**src/rtl/dram_rf_pkg.sv**
```systemverilog
package dram_rf_pkg;
  typedef enum logic [2:0] {
    PH_PRE  = 3'd0,
    PH_USER = 3'd1,
    PH_OUT  = 3'd2,
    PH_RRD  = 3'd3,
    PH_RWR  = 3'd4,
    PH_CAP  = 3'd5
  } phase_e;
  localparam int NUM_PH = 6;
endpackage

```
**src/rtl/dram_rf_phase.sv**
```systemverilog
module dram_rf_phase
  import dram_rf_pkg::*;
(
  input  logic   clk,
  input  logic   rst,
  output phase_e ph,
  output logic   setup
);
  always_ff @(posedge clk) begin
    if (rst) begin
      ph    <= PH_PRE;
      setup <= 1'b1;
    end else begin
      ph <= (ph == PH_CAP) ? PH_PRE : phase_e'(ph + 3'd1);
      if (ph == PH_CAP) setup <= 1'b0;
    end
  end

  a_r4_period_wrap: assert property (@(posedge clk) disable iff (rst)
    (ph == PH_CAP) |=> (ph == PH_PRE));
  a_r8_setup_one_period: assert property (@(posedge clk) disable iff (rst)
    $fell(setup) |-> ($past(ph) == PH_CAP));
endmodule

```
**src/rtl/dram_rf_wordline.sv**
```systemverilog
module dram_rf_wordline
  import dram_rf_pkg::*;
#(
  parameter int WORDS  = 4,
  parameter int ADDR_W = 2
) (
  input  logic              clk,
  input  logic              rst,
  input  phase_e            ph,
  input  logic              act,
  input  logic              we,
  input  logic [ADDR_W-1:0] addr,
  input  logic [ADDR_W-1:0] ref_ptr,
  output logic [WORDS-1:0]  rwl,
  output logic [WORDS-1:0]  wwl
);
  logic user_half, refresh_half, rw_pulse, ref_rd_pulse, ref_wr_pulse;

  assign user_half    = (ph == PH_PRE) || (ph == PH_USER) || (ph == PH_OUT);
  assign refresh_half = !user_half;
  assign rw_pulse     = (ph == PH_USER);
  assign ref_rd_pulse = (ph == PH_RRD);
  assign ref_wr_pulse = (ph == PH_RWR);

  for (genvar i = 0; i < WORDS; i++) begin : g_word
    logic word_sel, ref_sel;
    assign word_sel = act && (addr == ADDR_W'(i));
    assign ref_sel  = (ref_ptr == ADDR_W'(i));
    assign rwl[i] = (user_half && word_sel && !we && rw_pulse) ||
                    (refresh_half && ref_sel && ref_rd_pulse);
    assign wwl[i] = (user_half && word_sel && we && rw_pulse) ||
                    (refresh_half && ref_sel && ref_wr_pulse);
  end

  a_r11_one_read_line: assert property (@(posedge clk) disable iff (rst)
    $onehot0(rwl));
  a_r11_read_write_apart: assert property (@(posedge clk) disable iff (rst)
    !((|rwl) && (|wwl)));
  a_r3_read_before_write: assert property (@(posedge clk) disable iff (rst)
    (ph == PH_RRD) |=> (wwl == $past(rwl)));
endmodule

```
**src/rtl/dram_rf_array.sv**
```systemverilog
module dram_rf_array
  import dram_rf_pkg::*;
#(
  parameter int WORDS  = 4,
  parameter int DATA_W = 4
) (
  input  logic              clk,
  input  logic              rst,
  input  phase_e            ph,
  input  logic [WORDS-1:0]  rwl,
  input  logic [WORDS-1:0]  wwl,
  input  logic [DATA_W-1:0] user_bits,
  output logic [DATA_W-1:0] sensed
);
  logic [DATA_W-1:0] cell_q [WORDS];
  logic [DATA_W-1:0] rbl_q;
  logic [DATA_W-1:0] wbl;
  logic [DATA_W-1:0] rd_word, wr_word;

  always_comb begin
    rd_word = '0;
    wr_word = '0;
    for (int i = 0; i < WORDS; i++) begin
      if (rwl[i]) rd_word = rd_word | cell_q[i];
      if (wwl[i]) wr_word = wr_word | cell_q[i];
    end
  end

  assign sensed = ~rbl_q;
  assign wbl    = (ph == PH_RWR) ? sensed : user_bits;

  always_ff @(posedge clk) begin
    if (rst) begin
      rbl_q <= '1;
      for (int i = 0; i < WORDS; i++) cell_q[i] <= '0;
    end else begin
      if (ph == PH_PRE || ph == PH_OUT) rbl_q <= '1;
      else if (|rwl) rbl_q <= rbl_q & ~rd_word;
      for (int i = 0; i < WORDS; i++)
        if (wwl[i]) cell_q[i] <= wbl;
    end
  end

  a_r9_line_precharged: assert property (@(posedge clk) disable iff (rst)
    (ph == PH_USER || ph == PH_RRD) |-> (rbl_q == '1));
  a_r5_writeback_matches: assert property (@(posedge clk) disable iff (rst)
    (ph == PH_RWR) |-> (sensed == wr_word));
endmodule

```
**src/rtl/dram_refresh_ctrl.sv**
```systemverilog
module dram_refresh_ctrl
  import dram_rf_pkg::*;
#(
  parameter int WORDS  = 4,
  parameter int DATA_W = 4,
  localparam int ADDR_W = $clog2(WORDS)
) (
  input  logic              clk,
  input  logic              rst,
  input  logic              cmd_valid,
  output logic              cmd_ready,
  input  logic              cmd_we,
  input  logic [ADDR_W-1:0] cmd_addr,
  input  logic [DATA_W-1:0] cmd_wdata,
  output logic [DATA_W-1:0] rd_data,
  output logic              rd_valid,
  output logic [WORDS-1:0]  rwl,
  output logic [WORDS-1:0]  wwl
);
  phase_e            ph;
  logic              setup;
  logic              act_q, we_q;
  logic [ADDR_W-1:0] addr_q, ptr_q;
  logic [DATA_W-1:0] din_q, sensed;

  dram_rf_phase u_phase (.clk(clk), .rst(rst), .ph(ph), .setup(setup));

  dram_rf_wordline #(.WORDS(WORDS), .ADDR_W(ADDR_W)) u_wl (
    .clk(clk), .rst(rst), .ph(ph), .act(act_q), .we(we_q),
    .addr(addr_q), .ref_ptr(ptr_q), .rwl(rwl), .wwl(wwl));

  dram_rf_array #(.WORDS(WORDS), .DATA_W(DATA_W)) u_arr (
    .clk(clk), .rst(rst), .ph(ph), .rwl(rwl), .wwl(wwl),
    .user_bits(din_q), .sensed(sensed));

  assign cmd_ready = (ph == PH_CAP) && !setup;

  always_ff @(posedge clk) begin
    if (rst) begin
      act_q    <= 1'b0;
      we_q     <= 1'b0;
      addr_q   <= '0;
      din_q    <= '0;
      ptr_q    <= '0;
      rd_data  <= '0;
      rd_valid <= 1'b0;
    end else begin
      if (ph == PH_CAP) begin
        act_q  <= cmd_valid && cmd_ready;
        we_q   <= cmd_we;
        addr_q <= cmd_addr;
        din_q  <= cmd_wdata;
        ptr_q  <= ptr_q + 1'b1;
      end
      rd_valid <= 1'b0;
      if (ph == PH_OUT && act_q && !we_q) begin
        rd_data  <= sensed;
        rd_valid <= 1'b1;
      end
    end
  end

  a_r7_output_hold: assert property (@(posedge clk) disable iff (rst)
    !rd_valid |-> $stable(rd_data));
  a_r4_pointer_step: assert property (@(posedge clk) disable iff (rst)
    (ph == PH_CAP) |=> (ptr_q == ADDR_W'($past(ptr_q) + 1'b1)));
  a_r8_no_ready_in_setup: assert property (@(posedge clk) disable iff (rst)
    setup |-> !cmd_ready);
  a_r12_ready_only_slot: assert property (@(posedge clk) disable iff (rst)
    cmd_ready |=> (ph == PH_PRE));
endmodule

```
**config.mk**
```make
export PLATFORM = sky130hd
export DESIGN_NAME = dram_refresh_ctrl
export DESIGN_NICKNAME = d
export VERILOG_FILES = /design/src/rtl/dram_rf_pkg.sv /design/src/rtl/dram_rf_phase.sv /design/src/rtl/dram_rf_wordline.sv /design/src/rtl/dram_rf_array.sv /design/src/rtl/dram_refresh_ctrl.sv
export SDC_FILE = /design/constraint.sdc
export NUM_CORES = 1
export LEC_CHECK = 0
export BUFFER_PORTS_ARGS = -buffer_cell sky130_fd_sc_hd__clkbuf_2
export CORE_ASPECT_RATIO = 1.5
export CORE_UTILIZATION = 57
export DETAILED_ROUTE_END_ITERATION = 16
export GPL_ROUTABILITY_DRIVEN = 0
export PLACE_DENSITY = 0.87
export SLEW_MARGIN = 20
export SYNTH_ARGS = -nofsm -noshare
export SYNTH_HDL_FRONTEND = slang
export SYNTH_SLANG_ARGS = --single-unit
```
**constraint.sdc**
```tcl
create_clock -name clk -period 2.4 [get_ports clk]
set_clock_uncertainty 0.15 [all_clocks]
set_input_delay 0 -clock clk [delete_from_list [all_inputs] [get_ports clk]]
set_output_delay 0 -clock clk [all_outputs]
set_load 0.1 [all_outputs]
```
Yosys cells after proc, flatten, opt, wreduce, memory -nomap -nowiden
Memories as Yosys holds them, arrays and structs flattened.
Index checks and enable logic that the tools add are counted.
- register bits: 23
- memory bits (writable): 16
- input bits: 10
- output and inout port bits: 14
- word-level logic and storage cells: 118
- memories: 1
- add/sub/neg operators: 2
- equal/unequal tests: 11
- mux-type cells: 24
- bitwise logic cells: 10
- reduce and logical (&&, ||, !) cells: 60
- memory list (memory ; depth ; width ; rd ports ; clocked after Yosys merged registers in ; write ports ; line ; text):
    u_arr.cell_q ; 4 ; 4 ; 4 ; 0 ; 4 ; dram_rf_array.sv:15 ; logic [DATA_W-1:0] cell_q [WORDS];
- operators with widths (kind ; number):
    $logic_and A1 B1 Y1 ; 40
    $mux W4 ; 9
    $mux W1 ; 15
    $or A4 B4 Y4 ; 3
    $logic_or A1 B1 Y1 ; 11
    $eq A2 B2 Y1 const B ; 4
    $not A4 Y4 ; 2
    $eq A3 B2 Y1 const B ; 2
    $eq A3 B3 Y1 const B ; 2
    $and A4 B4 Y4 ; 1
    $eq A2 B1 Y1 const B ; 2
    $logic_not A2 Y1 ; 2
    $or A1 B1 Y1 ; 4
    $reduce_or A2 Y1 ; 2
    $reduce_or A4 Y1 ; 1
    $add A3 B1 Y3 const B ; 1
    $eq A3 B1 Y1 const B ; 1
    $logic_not A1 Y1 ; 3
    $logic_not A3 Y1 ; 1
    $add A2 B1 Y2 const B ; 1

Depth between registers and ports, before layout
- word-level depth: 16
- mapped depth: 8
- mapped depth without buffers: 6

Hierarchy
From an unflattened synthesis, not the netlist that was laid out.
- cell total of the unflattened synthesis: 166
- area total of the unflattened synthesis: 1770.4 um^2
- modules (own cells, without submodules) (module ; instances ; cells each ; area each (um^2)):
    dram_rf_array ; 1 ; 66 ; 842.1
    dram_refresh_ctrl ; 1 ; 57 ; 586.8
    dram_rf_wordline ; 1 ; 28 ; 182.7
    dram_rf_phase ; 1 ; 15 ; 158.9

Least setup slack after synthesis
Ideal clock, no wire load.
- path type: reg2out
- start point: register u_phase.ph[0]
- end point: output port rwl[1]
- data arrival time: 3232 ps
- data required time: 2250 ps
- path slack: -982 ps
- stages on the path, launching flop included: 6
- path buffers: 0
- path through: dfxtp_1 > inv_1 > ha_1 > nor3_2 > nor2_1 > o21ai_0
- cells in the longest elaborated chain, start to end: 7
- elaborated cells between the ends (all ways): 13
- those cells by class: 3 x eq/ne; 10 x reduce/logical
- ends and longest elaborated chain (what ; line ; text):
    from (decl) ; dram_rf_phase.sv:6 ; output phase_e ph,
    from (signal assigned) ; dram_rf_phase.sv:14 ; ph <= (ph == PH_CAP) ? PH_PRE : phase_e'(ph + 3'd1);
    $eq A3 B1 Y1 / $logic_not A3 Y1 (equally long branches) ; dram_rf_wordline.sv:19, dram_rf_wordline.sv:21 ;
    $logic_or A1 B1 Y1 (2 in a row) ; dram_rf_wordline.sv:19 ; assign user_half = (ph == PH_PRE) || (ph == PH_USER) || (ph == PH_OUT);
    $logic_and A1 B1 Y1 / $logic_not A1 Y1 (equally long branches) ; dram_rf_wordline.sv:29, dram_rf_wordline.sv:20 ;
    $logic_and A1 B1 Y1, on equally long branches (2 in a row) ; dram_rf_wordline.sv:29, dram_rf_wordline.sv:30 ;
    $logic_or A1 B1 Y1 (*) ; dram_rf_wordline.sv:29 ; assign rwl[i] = (user_half && word_sel && !we && rw_pulse) ||
    to (decl) ; dram_refresh_ctrl.sv:17 ; output logic [WORDS-1:0] rwl,
Every way passes the cells marked *; elsewhere a longest branch is shown, timed or not.

Worst setup path in the final report
Ends and elaborated chain as after synthesis.

==> reports/results.txt <==
Required time of the worst setup path: 2.25 ns. Startpoint type of the worst setup path: a flip-flop. The kind of cell with the highest combined delay along the critical path is buffers and inverters. Synthesis handed over a netlist of 203 instances. Setup violations remaining at the end of the flow were counted as 0. The cell count of the worst reg-to-reg path was 6; the worst-path maximum fanout was 7. The path class of the tightest hold or removal check is input pin to flip-flop.

Counting buffers and inverters, the worst setup path is 6 cells deep. In this run the worst setup path begins at u_phase.ph[0]. I/O pin total: 24.

TritonCTS created 5 clock buffers. The number of nets still failing antenna checks after routing was 0; the number of design-rule violations left by the first detailed-router iteration was 68. The synthesis-to-layout area growth is 18.2%. The sequential area share after synthesis was 48.1%; the count of state elements after synthesis was 39. The stage delay of the slowest cell on the critical path was 0.44 ns. Clock-pin slew was measured on the worst setup and hold paths at 0.07 ns. Summed over all instances, the cell type with the most area after synthesis is edfxtp_1.

Yosys mapped the design onto 40 distinct sky130hd cell types. The latest clock arrival within the worst-skew pair is 0.29 ns. In this run switching power makes up 24.6% of total power. In this run the horizontal extent of the chip is 49.8 um. The number of buffers added on ports is 23. The layout has 234 filler cells.

The run gives 0.000453 V as the maximum ir drop on the vdd rail. In the final layout, the multi-input gates occupy 925 um2. The minimum clock period after layout is 2.29 ns, and the initial antenna violation count is 0. The logs give 0.823 nW for the static power due to leakage and 0.00322 mm2 for the floorplan core area.

The switching power summed over all nets is 0.311 mW, and the clock sink total is 39. The mux cell area share after synthesis is 0%, and the sum of net half-perimeters after detailed placement is 2.97 mm. For the pin with the worst max-slew slack, the measured transition is 0.616 ns.

In this run, the combinational gates consume 9.8% of the power. STA classifies the critical path endpoint as an output port. The main combinational cell family by area after synthesis was simple AND/OR/NAND/NOR gates. The via density per instance works out to 5.80. The synthesized netlist devotes 21.9% of its cell area to simple gates. The initial utilization of the core area, before any placement, comes to 60.7%. The flow ran to the end, and the final reports show no timing, DRC or antenna violations. The floorplan step set the die height to 73.8 um. Per report_power, the clock group accounts for 33.1% of the total.

The signal on the critical path passes through ha_1 -> nor4bb_4 -> buf_4 -> nand2_1 -> o21ai_2 -> buf_4. The share of synthesized area in the top cell type comes to 24.6%. The post-synthesis compound-gate area fraction came out at 18.5%.

The tools report the endpoint of the most critical setup path as rwl[1]. Timing would allow up to 437 MHz. The count of synthesis-stage warnings from yosys is 0. For this run, the number of standard cells in the final layout without fillers is 275. Counting tap cells, the placed design contains a total of 258 instances.

The internal portion of total power was 0.955 mW. Slowest cell on the critical path: dfxtp_1. In this run the power density over the cells is 548 mW/mm2. The logs give 58.9% for the worst slew margin relative to its limit and 4.48 mm for the sum of routed wire length over all layers.

The floorplan has 25 rows. In this run the critical register-to-register path is launched from u_phase.ph[0]. Entering global routing, the biggest net connects 29 pins. At the worst endpoint, the arrival time is 2.14 ns.

The net count after synthesis was 222; the summed area of non-filler cells in the final layout was 0.00231 mm2. Counting both buffers and inverters, the worst setup path holds a total of 2. The repair_antennas step left the layout with diodes totalling 0.

The post-placement cell area was 0.00213 mm2. The final critical path takes up 95.3% of the cycle. Sorting the synthesized cells by area gives the leading types as edfxtp_1 (25%), dfxtp_1 (24%), nor2_1 (6.3%). The number of H-tree levels was 2; the xor-xnor portion of the synthesized cell area was 0.448%. At the end of the flow, the number of nets in the layout was 253. The average detailed-routed wire length per instance was 16.3 um. The tools report the sequential cell area as 941 um2. The tools report the cell at the root of the clock tree as clkbuf_8. TritonCTS built the clock tree. Endpoint of the worst-slack reg-to-reg timing path: u_arr.rbl_q[1]. The final hold violation count is 0.

Among the stages of the critical path, the cell type that occurs most often is buf_4. The ratio of cells with drive above 1 in the final layout works out to 20.0%. The die covers 0.00368 mm2. The logs give 57.1% for the portion of total power attributed to sequential cells and 1594 for the number of vias after detailed routing.

The overall overflow remaining after global route was 0; the number of design rule violations left after detail routing was 0. The longest clock path from root to sink contains 2 buffers. The netlist area before placement was 0.00196 mm2; the average instance area after synthesis was 9.64 um2. The first TritonRoute pass finished after 5 iterations. Max-cap violations in this run came to 0. The first-pass GRT wire length was 7.29 mm. The critical path in this run is classified as flip-flop to output port. The run gives 0.27 ns as the register-to-register setup slack.

The logs give 0 for the max-slew violation count and 27.9% for the total global routing track utilization. The post-synthesis adder-cell area fraction is 5.75%. The run gives 1570 as the via count of the first global-routing pass.
==> flip-flops by register name, summed over array words and instances (netlist names) <==
register       flops
u_arr.rbl_q        4
u_arr.cell_q      16
ptr_q              2
din_q              4
u_phase.ph         3
addr_q             2
act_q              1
we_q               1
rd_valid           1
rd_data            4
u_phase.setup      1
==> cells by family after synthesis <==
logic type	after synthesis
AOI/OAI and AO/OA	51
xor gates and xnor gates	1
adders and majority gates	9
buffers and inverters	18
DFF	39
and+or+nand+nor	85
==> timing repair <==
action | in CTS | in global routing
resized for setup | 0 | 5
endpoints found under the setup margin | 0 | 5
setup buffers | 0 | 1
hold buffers | 8 | 0
endpoints found under the hold margin | 8 | 0
==> layer usage <==
layer  vias up  track usage (%)  routed length (um)
met4         0             15.2                 113
met3        12             5.80                 269
met2        61             48.9                2460
li1        783                -                   -
met1       738             31.2                1640
met5         -                0                   0
==> metrics by stage <==
step / setup TNS (ns) / hold WS, ns / worst slack, ns / utilization (%) / power (mW)
after CTS: 0 / 0.0122 / 0.0369 / 71.2 / 1.26
after floorplan: 0 / -0.0140 / 0.0397 / - / 0.814
after global routing: -0.00622 / 0.0410 / -0.00622 / 71.8 / 1.32
after detailed placement: 0 / 0.0800 / 0.300 / 66.1 / 0.838
after global placement: 0 / 0.0730 / 0.400 / 66.1 / 0.836
final: 0 / 0.0189 / 0.114 / 71.8 / 1.27
==> Yosys cell counts (all sizes together) <==
| master | instances |
|---|---|
| a32o | 4 |
| edfxtp | 16 |
| nor3b | 1 |
| nor4 | 4 |
| o21ai | 1 |
| o21bai | 1 |
| buf | 7 |
| a31oi | 4 |
| o2111ai | 7 |
| nor3 | 3 |
| or2 | 4 |
| a21boi | 12 |
| nor2b | 2 |
| dfxtp | 23 |
| ha | 9 |
| a21oi | 17 |
| and2 | 2 |
| nor2 | 33 |
| nand4bb | 1 |
| and4b | 1 |
| o21ba | 1 |
| inv | 6 |
| nand3 | 7 |
| a21o | 1 |
| nand2b | 4 |
| a22o | 3 |
| nand2 | 21 |
| clkbuf | 5 |
| xnor2 | 1 |
| nand3b | 1 |
| nor4bb | 1 |
==> final cells by class <==
class                           count  share of cell area [%]
Inverter                            6                   0.974
Tap cell                           40                    2.16
Clock inverter                      3                   0.649
Timing Repair Buffer               36                    12.6
Sequential cell                    39                    40.7
Multi-Input combinational cell    146                    40.0
Clock buffer                        5                    2.98
==> worst min-delay path: cells and delay by family <==
| kind | cells | cell delay (ns) |
|---|---|---|
| buffers and inverters | 2 | 0.32 |
| and+or+nand+nor | 1 | 0.11 |
==> cells in the final DEF (no fill, tap or decap), drive strengths merged, types with 2 or more instances in the layout <==
master	count
a21boi	12
a21oi	17
a22o	3
a31oi	4
a32o	4
and2	2
buf	11
clkbuf	22
clkinv	2
dfxtp	23
dlygate4sd3	8
edfxtp	16
ha	9
inv	6
nand2	21
nand2b	4
nand3	7
nor2	33
nor2b	2
nor3	3
nor4	4
o2111ai	7
or2	4
==> worst min path at each step <==
| stage | endpoint | startpoint | slack [ns] | cells past startpoint |
|---|---|---|---|---|
| floorplan | din_q[0] | cmd_wdata[0] | -0.01 | 2 |
| global placement | we_q | cmd_we | 0.07 | 3 |
| detailed placement | addr_q[1] | cmd_addr[1] | 0.08 | 3 |
| CTS | rd_data[1] | rst | 0.01 | 3 |
| global route | rd_valid | rst | 0.04 | 3 |
| finish | rd_data[1] | rst | 0.02 | 3 |
==> power by group through the flow <==
stage	sequential, mW	clock [mW]	combinational [mW]
after CTS	0.722	0.428	0.112
after global placement	0.736	0	0.0997
after detailed placement	0.737	0	0.101
after global routing	0.725	0.457	0.134
after floorplan	0.729	0	0.0850
final	0.723	0.420	0.124
Power figures use the tool's default switching activity.
